### config.mk
export PLATFORM = sky130hd
export DESIGN_NAME = cfgport_top
export DESIGN_NICKNAME = d
export VERILOG_FILES = /design/src/rtl/cfgport_pkg.sv /design/src/rtl/cfgport_sel_decode.sv /design/src/rtl/cfgport_lane.sv /design/src/rtl/cfgport_top.sv
export SDC_FILE = /design/constraint.sdc
export NUM_CORES = 1
export LEC_CHECK = 0
export BUFFER_PORTS_ARGS = -buffer_cell sky130_fd_sc_hd__buf_2
export CORE_UTILIZATION = 59
export CTS_CLUSTER_DIAMETER = 60
export DETAILED_ROUTE_END_ITERATION = 8
export PLACE_DENSITY = 0.93
export REMOVE_ABC_BUFFERS = 1
export SLEW_MARGIN = 20
export SYNTH_ARGS = -nofsm -noshare
export SYNTH_HDL_FRONTEND = slang
export SYNTH_HIERARCHICAL = 1
export SYNTH_SLANG_ARGS = --single-unit
### constraint.sdc
create_clock -name clk -period 5 [get_ports clk]
set_input_delay 0.5 -clock clk [delete_from_list [all_inputs] [get_ports clk]]
set_output_delay 0.5 -clock clk [all_outputs]
set_load 0.01 [all_outputs]
### src/rtl/cfgport_pkg.sv
package cfgport_pkg;

    typedef enum logic [2:0] {
        K_NONE,
        K_SIG,
        K_FEAT,
        K_GEN,
        K_ARCH
    } item_kind_e;

    typedef enum logic {
        ST_IDLE,
        ST_RESP
    } port_state_e;

    // Access width in bytes for a size code: 1, 2, 4 or 8.
    function automatic logic [3:0] size_bytes(input logic [1:0] code);
        return 4'd1 << code;
    endfunction

    // Byte k of an item, assuming k lies below the item length.
    function automatic logic [7:0] item_byte(
        input item_kind_e  kind,
        input logic [13:0] idx,
        input logic [7:0]  k,
        input logic [63:0] sig,
        input logic        dma
    );
        int v;
        logic [63:0] sh;
        logic [7:0] res;
        v = 0;
        sh = '0;
        res = 8'h00;
        unique case (kind)
            K_SIG: begin
                sh = sig >> (8 * (7 - int'(k[2:0])));
                res = sh[7:0];
            end
            K_FEAT: res = (k == 8'd0) ? {6'b0, dma, 1'b1} : 8'h00;
            K_GEN: begin
                v = int'(idx) * 16 + int'(k);
                res = v[7:0] ^ 8'h5A;
            end
            K_ARCH: begin
                v = 64 + int'(idx) * 16 + int'(k);
                res = v[7:0] ^ 8'h5A;
            end
            default: res = 8'h00;
        endcase
        return res;
    endfunction

endpackage

### src/rtl/cfgport_sel_decode.sv
module cfgport_sel_decode
    import cfgport_pkg::*;
#(
    parameter int NUM_GEN  = 3,
    parameter int NUM_ARCH = 2,
    parameter int ITEM_LEN = 12,
    parameter int OFS_W    = 5
) (
    input  logic [15:0]      sel,
    output item_kind_e       kind,
    output logic [13:0]      idx,
    output logic [OFS_W-1:0] len
);

    localparam logic [13:0] GEN_END  = 14'(NUM_GEN + 2);
    localparam logic [13:0] ARCH_END = 14'(NUM_ARCH);

    always_comb begin
        kind = K_NONE;
        idx  = '0;
        len  = '0;
        // Bit 14 marks a former write-intent selector: always unknown.
        if (!sel[14]) begin
            if (!sel[15]) begin
                if (sel[13:0] == 14'd0) begin
                    kind = K_SIG;
                    len  = OFS_W'(8);
                end else if (sel[13:0] == 14'd1) begin
                    kind = K_FEAT;
                    len  = OFS_W'(4);
                end else if (sel[13:0] < GEN_END) begin
                    kind = K_GEN;
                    idx  = sel[13:0] - 14'd2;
                    len  = OFS_W'(ITEM_LEN);
                end
            end else if (sel[13:0] < ARCH_END) begin
                kind = K_ARCH;
                idx  = sel[13:0];
                len  = OFS_W'(ITEM_LEN);
            end
        end
    end

endmodule

### src/rtl/cfgport_lane.sv
module cfgport_lane
    import cfgport_pkg::*;
#(
    parameter int          LANE        = 0,
    parameter int          OFS_W       = 5,
    parameter logic [63:0] SIG         = 64'h0,
    parameter logic        DMA_PRESENT = 1'b0
) (
    input  item_kind_e       kind,
    input  logic [13:0]      idx,
    input  logic [OFS_W-1:0] len,
    input  logic [OFS_W-1:0] ofs,
    input  logic [3:0]       nbytes,
    output logic [7:0]       lane_byte
);

    logic [OFS_W:0] pos;
    logic           hit;

    always_comb begin
        pos = {1'b0, ofs} + (OFS_W+1)'(LANE);
        hit = (4'(LANE) < nbytes) && (pos < {1'b0, len});
        lane_byte = hit ? item_byte(kind, idx, 8'(pos), SIG, DMA_PRESENT) : 8'h00;
    end

endmodule

### src/rtl/cfgport_top.sv
module cfgport_top
    import cfgport_pkg::*;
#(
    parameter int          NUM_GEN     = 3,
    parameter int          NUM_ARCH    = 2,
    parameter int          ITEM_LEN    = 12,
    parameter logic [63:0] SIG         = 64'h4346_4750_4F52_5431,
    parameter logic        DMA_PRESENT = 1'b0
) (
    input  logic        clk,
    input  logic        rst_n,
    input  logic        sel_wr,
    input  logic [15:0] sel_wdata,
    input  logic        dat_rd,
    input  logic        dat_wr,
    input  logic [1:0]  dat_size,
    output logic [15:0] sel_q,
    output logic        dat_ready,
    output logic        dat_rvalid,
    output logic [63:0] dat_rdata
);

    localparam int MAX_LEN = (ITEM_LEN > 8) ? ITEM_LEN : 8;
    localparam int OFS_W   = $clog2(MAX_LEN + 1);
    localparam int LANES   = 8;

    port_state_e      state, state_nx;
    item_kind_e       kind;
    logic [13:0]      idx;
    logic [OFS_W-1:0] len;
    logic [OFS_W-1:0] ofs, ofs_nx;
    logic [OFS_W:0]   ofs_sum;
    logic [3:0]       nbytes;
    logic             rd_accept;
    logic [63:0]      lanes, rdata_q;

    // Data writes (dat_wr) reach no logic: they are ignored.

    cfgport_sel_decode #(
        .NUM_GEN (NUM_GEN),
        .NUM_ARCH(NUM_ARCH),
        .ITEM_LEN(ITEM_LEN),
        .OFS_W   (OFS_W)
    ) dec_i (
        .sel (sel_q),
        .kind(kind),
        .idx (idx),
        .len (len)
    );

    assign nbytes = size_bytes(dat_size);

    for (genvar g = 0; g < LANES; g++) begin : g_lane
        cfgport_lane #(
            .LANE       (g),
            .OFS_W      (OFS_W),
            .SIG        (SIG),
            .DMA_PRESENT(DMA_PRESENT)
        ) lane_i (
            .kind     (kind),
            .idx      (idx),
            .len      (len),
            .ofs      (ofs),
            .nbytes   (nbytes),
            .lane_byte(lanes[8*g +: 8])
        );
    end

    // Saturating cursor advance.
    always_comb begin
        ofs_sum = {1'b0, ofs} + (OFS_W+1)'(nbytes);
        ofs_nx  = (ofs_sum > {1'b0, len}) ? len : ofs_sum[OFS_W-1:0];
    end

    assign rd_accept = (state == ST_IDLE) && dat_rd && !sel_wr;

    // State register.
    always_ff @(posedge clk or negedge rst_n) begin
        if (!rst_n) state <= ST_IDLE;
        else        state <= state_nx;
    end

    // Transitions: ACCEPT (ST_IDLE -> ST_RESP), RETIRE (ST_RESP -> ST_IDLE).
    always_comb begin
        state_nx = state;
        unique case (state)
            ST_IDLE: if (rd_accept) state_nx = ST_RESP;
            ST_RESP: state_nx = ST_IDLE;
            default: state_nx = ST_IDLE;
        endcase
    end

    // Selector, cursor and captured read data.
    always_ff @(posedge clk or negedge rst_n) begin
        if (!rst_n) begin
            sel_q   <= 16'h0000;
            ofs     <= '0;
            rdata_q <= '0;
        end else if (sel_wr) begin
            sel_q <= sel_wdata;
            ofs   <= '0;
        end else if (rd_accept) begin
            ofs     <= ofs_nx;
            rdata_q <= lanes;
        end
    end

    // Outputs.
    always_comb begin
        dat_ready  = (state == ST_IDLE);
        dat_rvalid = (state == ST_RESP);
        dat_rdata  = rdata_q;
    end

endmodule

**Yosys cells after proc, flatten, opt, wreduce, memory -nomap -nowiden**

Cells that the tools add are included.

- Register bits: 85
- Output and inout port bits: 82

- $add $sub $neg: 34
- Magnitude comparators: 19
- Equal/unequal tests: 5
- Shift-type cells: 9
- Multiplexer cells: 47
- Bitwise logic cells: 18
- Reductions and logical operators: 22

Operator list:

| operator | number |
|---|---|
| $shr 63x32->8 const A | 8 |
| $pmux 8 s4 | 8 |
| $add 8x5->8 | 9 |
| $mux 8 | 8 |
| $not 4->4 | 16 |
| $mux 4 | 15 |
| $add 8x6->8 | 6 |
| $logic_not 5->1 | 8 |
| $lt 5x4->1 | 7 |
| $sub 3x3->4 const A | 8 |
| $add 4x3->5 const B | 4 |
| $lt 3x4->1 const A | 4 |
| $mux 3 | 5 |
| $eq 14x1->1 const B | 1 |
| $logic_not 14->1 | 1 |
| $lt 14x2->1 const B | 1 |
| $lt 14x3->1 const B | 1 |
| $add 4x2->5 const B | 2 |
| $logic_and 1x1->1 | 10 |
| $mux 1 | 9 |
| $add 7x8->8 const A | 1 |
| $add 8x4->8 | 1 |
| $lt 1x4->1 const A | 2 |
| $lt 2x4->1 const A | 2 |
| other kinds (15) | 17 |

**Depth between registers and ports, before layout**

- Depth in word-level cells: 11
- Mapped depth: 12
- Mapped depth without buffers: 12

**Modules after synthesis**

Netlist, hierarchy kept.

Modules (own cells, without submodules):

| module | times used | cells an instance | area an instance (um2) | seq. area each (um2) |
|---|---|---|---|---|
| cfgport_top | 1 | 223 | 3434.5 | 2127.0 |
| cfgport_lane (g_lane[4].lane_i) | 1 | 62 | 481.7 | 0.0 |
| cfgport_lane (g_lane[5].lane_i) | 1 | 68 | 481.7 | 0.0 |
| cfgport_lane (g_lane[1].lane_i) | 1 | 70 | 476.7 | 0.0 |
| cfgport_lane (g_lane[3].lane_i) | 1 | 72 | 474.2 | 0.0 |
| cfgport_lane (g_lane[0].lane_i) | 1 | 68 | 473.0 | 0.0 |
| cfgport_lane (g_lane[6].lane_i) | 1 | 68 | 466.7 | 0.0 |
| cfgport_lane (g_lane[2].lane_i) | 1 | 64 | 462.9 | 0.0 |
| cfgport_lane (g_lane[7].lane_i) | 1 | 69 | 455.4 | 0.0 |
| cfgport_sel_decode | 1 | 48 | 337.8 | 0.0 |

**Worst setup path after synthesis**

OpenSTA, ideal clock, no wires.

- Path kind: register -> register
- Start: register sel_q[14]
- End: register rdata_q[31] (netlist: dat_rdata[31])
- Library setup time: 0.065 ns
- Data arrival time: 4.020 ns
- Required time: 4.935 ns
- Slack: 0.915 ns
- Cell stages (with the launch flop): 9
- Buffers on the path: 0
- Period minus slack after synthesis: 4.085 ns
- Cells stage by stage: dfrtp_1 -> nor4_4 -> nand4_1 -> a2111oi_1 -> nand2_1 -> o21ai_0 -> a211oi_1 -> a311oi_1 -> mux2_2

- Longest elaborated chain between the ends: 5

RTL lines:

| element | line | RTL |
|---|---|---|
| from (decl) | cfgport_top.sv:17 | `output logic [15:0] sel_q,` |
| from (signal assigned) | cfgport_top.sv:100 | `sel_q <= sel_wdata;` |
| $mux 4 (*) | cfgport_sel_decode.sv:23 | `if (!sel[14]) begin` |
| net idx[1] | cfgport_top.sv:29 | `logic [13:0] idx;` |
| $add 7x8->8 | cfgport_pkg.sv:46 | `v = 64 + int'(idx) * 16 + int'(k);` |
| $add 8x6->8 | cfgport_pkg.sv:46 |  |
| $pmux 8 s4 (*) | cfgport_pkg.sv:35 | `unique case (kind)` |
| $mux 8 (*) | cfgport_lane.sv:23 | `lane_byte = hit ? item_byte(kind, idx, 8'(pos), SIG, DMA_PRESENT) : 8'h00;` |
| net lanes[31] | cfgport_top.sv:35 | `logic [63:0] lanes, rdata_q;` |
| to (signal assigned) | cfgport_top.sv:104 | `rdata_q <= lanes;` |
| to (decl) | cfgport_top.sv:35 |  |

Mark *: on every way through the listed nets, which the timed path passes. The rest lies on a longest branch.
A chain may end at the register's enable or synchronous reset.

**Worst setup path in the final report**

- Start: register sel_q[14]
- End: register rdata_q[14] (netlist: dat_rdata[14])

- Longest elaborated chain between the ends: 6

RTL lines:

| element | line |
|---|---|
| $mux 4 (*) | cfgport_sel_decode.sv:23 |
| net idx[1] | cfgport_top.sv:29 |
| $add 7x8->8 | cfgport_pkg.sv:46 |
| $add 8x6->8 | cfgport_pkg.sv:46 |
| $not 4->4 (no line) | - |
| $pmux 8 s4 (*) | cfgport_pkg.sv:35 |
| $mux 8 (*) | cfgport_lane.sv:23 |
| net lanes[14] | cfgport_top.sv:35 |

Marked as above.

==> metrics.cfg <==
[routing]
firstDrtPassIters = 5
wl_per_cell_um = 15.7
viasPerCell = 5.96
num_vias = 6474
detailedRoute.firstIterationViolations = 359
detail-route-antenna-nets = 0
drt-total-wl_um = 17100
drc = 0

[timing]
hold_viol_final = 0
rsz0062_at_grt = no
tightest_slew_ns = 1.12
drv_slew = 0
setup_ws_ns = 1.51
hold_slack_ns = 0.209
max_freq_mhz = 286
max_slew_margin_pct = 25.5
finalCritPeriodShare_pct = 69.9
period_needed_ns = 3.49
final.setup_skew_ns = 0.00612
setup_violations = 0

[floorplanning]
die_w_um = 115
die_area_mm2 = 0.0131
die_h_um = 115
core-area_mm2 = 0.0122
start_util_pct = 61.5
io_pins = 105
fp-row-count = 40

[final_layout]
diodes = 0
drive_gt1_share_pct = 30.0
ff_latch_area_mm2 = 0.00213
area_growth_pct = 14.3
nNetsFinal = 1016
multi_input_area_mm2 = 0.00500
fin_cells = 1086
num-fill-cells = 893

[placed_design]
place_congestion = 0.886
placed_cells = 1070
dp_worst_setup_slack_ns = 1.61
dpl.hpwl_um = 11900
numPortBuffers = 103

[synth]
syn_inst = 802
syn_area_mm2 = 0.00748
ys_warn_count = 6
avgSynthCellArea_um2 = 9.32

[grt]
grt_max_degree = 86
globalRouteOverflowTotal = 0
track_usage_pct = 27.4
grt_pass1_vias = 6293
antenna_found_initial = 1
grt_pass1_wl_um = 28700

[clock_network]
cts_setup_buffers = 0
htree_levels = 3
clkTransAtPathRegs_ns = 0.06
cts_tree = built
cts_made_buffers = 9
root_buffer = clkbuf_16
cts_sinks = 85
holdBufCountCts = 0
clkLatencyLatePin_ns = 0.35
cts_resized = 0
cts_max_path_buffers = 2

[power_and_ir_drop]
p_clk_share_pct = 34.1
comb_power_share_pct = 26.2
p_sw_share_pct = 33.7
p_seq_share_pct = 39.7
power.density_mw_per_mm2 = 216
power.switching_w = 0.000622
internal_power_w = 0.00123
power.leakage_nw = 3.96
peakVddDrop_uv = 238

[setup_path]
critical_path_class = flip-flop to flip-flop
crit_arrival_ns = 3.73
worst-path-max-fanout = 10
worstPathRequired_ns = 5.24
cp-end-kind = flip-flop
cp-start-kind = flip-flop

[run_status]
outcome = completed

[worst_hold_path]
min_path_type = input port to async pin

[flow_run]
drv_cap = 0

==> through the flow <==
| stage | instance area [um^2] | TNS, ns | utilization [%] | power, W |
|---|---|---|---|---|
| 3_3_place_gp | 8260 | 0 | 68.0 | 0.00120 |
| 2_1_floorplan | 7370 | -91.04 | - | 0.00108 |
| 3_5_place_dp | 8260 | 0 | 68.0 | 0.00122 |
| 5_1_grt | 8540 | 0 | 70.3 | 0.00195 |
| 6_report | 8540 | 0 | 70.3 | 0.00185 |
| 4_1_cts | 8540 | 0 | 70.2 | 0.00186 |
==> worst paths after layout <==
kind                               startpoint       endpoint  slack (ns)  cells after the start
worst max-delay path                sel_q[14]  dat_rdata[14]        1.51                     10
worst min-delay path                    rst_n  dat_rdata[23]        0.21                      1
worst max register to register      sel_q[14]  dat_rdata[14]        1.51                     10
worst min register to register  dat_rdata[45]  dat_rdata[45]        0.50                      1
max in group asynchronous               rst_n  dat_rdata[51]        4.29                      1
min in group clk                 sel_wdata[0]       sel_q[0]        0.38                      2
==> flip-flops by register name, summed over array words and instances (netlist names) <==
| register | cells |
|---|---|
| dat_rdata | 64 |
| sel_q | 16 |
| ofs | 4 |
| dat_rvalid | 1 |
==> critical path, stage by stage (launching register included) <==
cell and delay (ns):
dfrtp_1 0.41, nor4_4 0.37, nand4_1 0.31, a2111oi_2 1.01, buf_4 0.34, ha_1 0.19
xnor2_1 0.15, nor2_1 0.06, a211oi_1 0.17, nor2_1 0.08, mux2_2 0.29
==> area by class of cell <==
class	count	share of cell area (%)
Clock buffer	9	2.64
Clock inverter	7	0.600
Inverter	77	3.38
Multi-Input combinational cell	621	58.5
Sequential cell	85	24.9
Tap cell	168	2.46
Timing Repair Buffer	119	7.51
==> routing by layer <==
layer | up-vias | GRT usage, % | wire length, um
met5 | - | 0 | 0
li1 | 3127 | - | -
met4 | 0 | 11.4 | 505
met3 | 48 | 5.40 | 989
met1 | 3079 | 33.3 | 7250
met2 | 220 | 47.4 | 8350
==> layout by cell type, fill, tap and decap left out, types with 10 or more instances in the layout <==
cell type / count
nor2_1: 58
nand2b_1: 14
nand2_1: 44
a211oi_1: 15
nand3_1: 12
buf_2: 102
buf_4: 16
dfrtp_1: 85
a22oi_1: 18
mux2_2: 81
a21oi_1: 48
ha_1: 78
o21ai_1: 16
inv_1: 75
o21ai_0: 24
xnor2_1: 13
nor3_1: 15
mux2i_1: 10
==> power by group through the flow <==
stage               combinational [W]  sequential, W  clock [W]
floorplan                    0.000308       0.000775          0
global route                 0.000545       0.000736   0.000672
global placement             0.000453       0.000745          0
detailed placement           0.000475       0.000746          0
CTS                          0.000480       0.000733   0.000648
finish                       0.000485       0.000733   0.000630
Power figures use the tool's default switching activity.
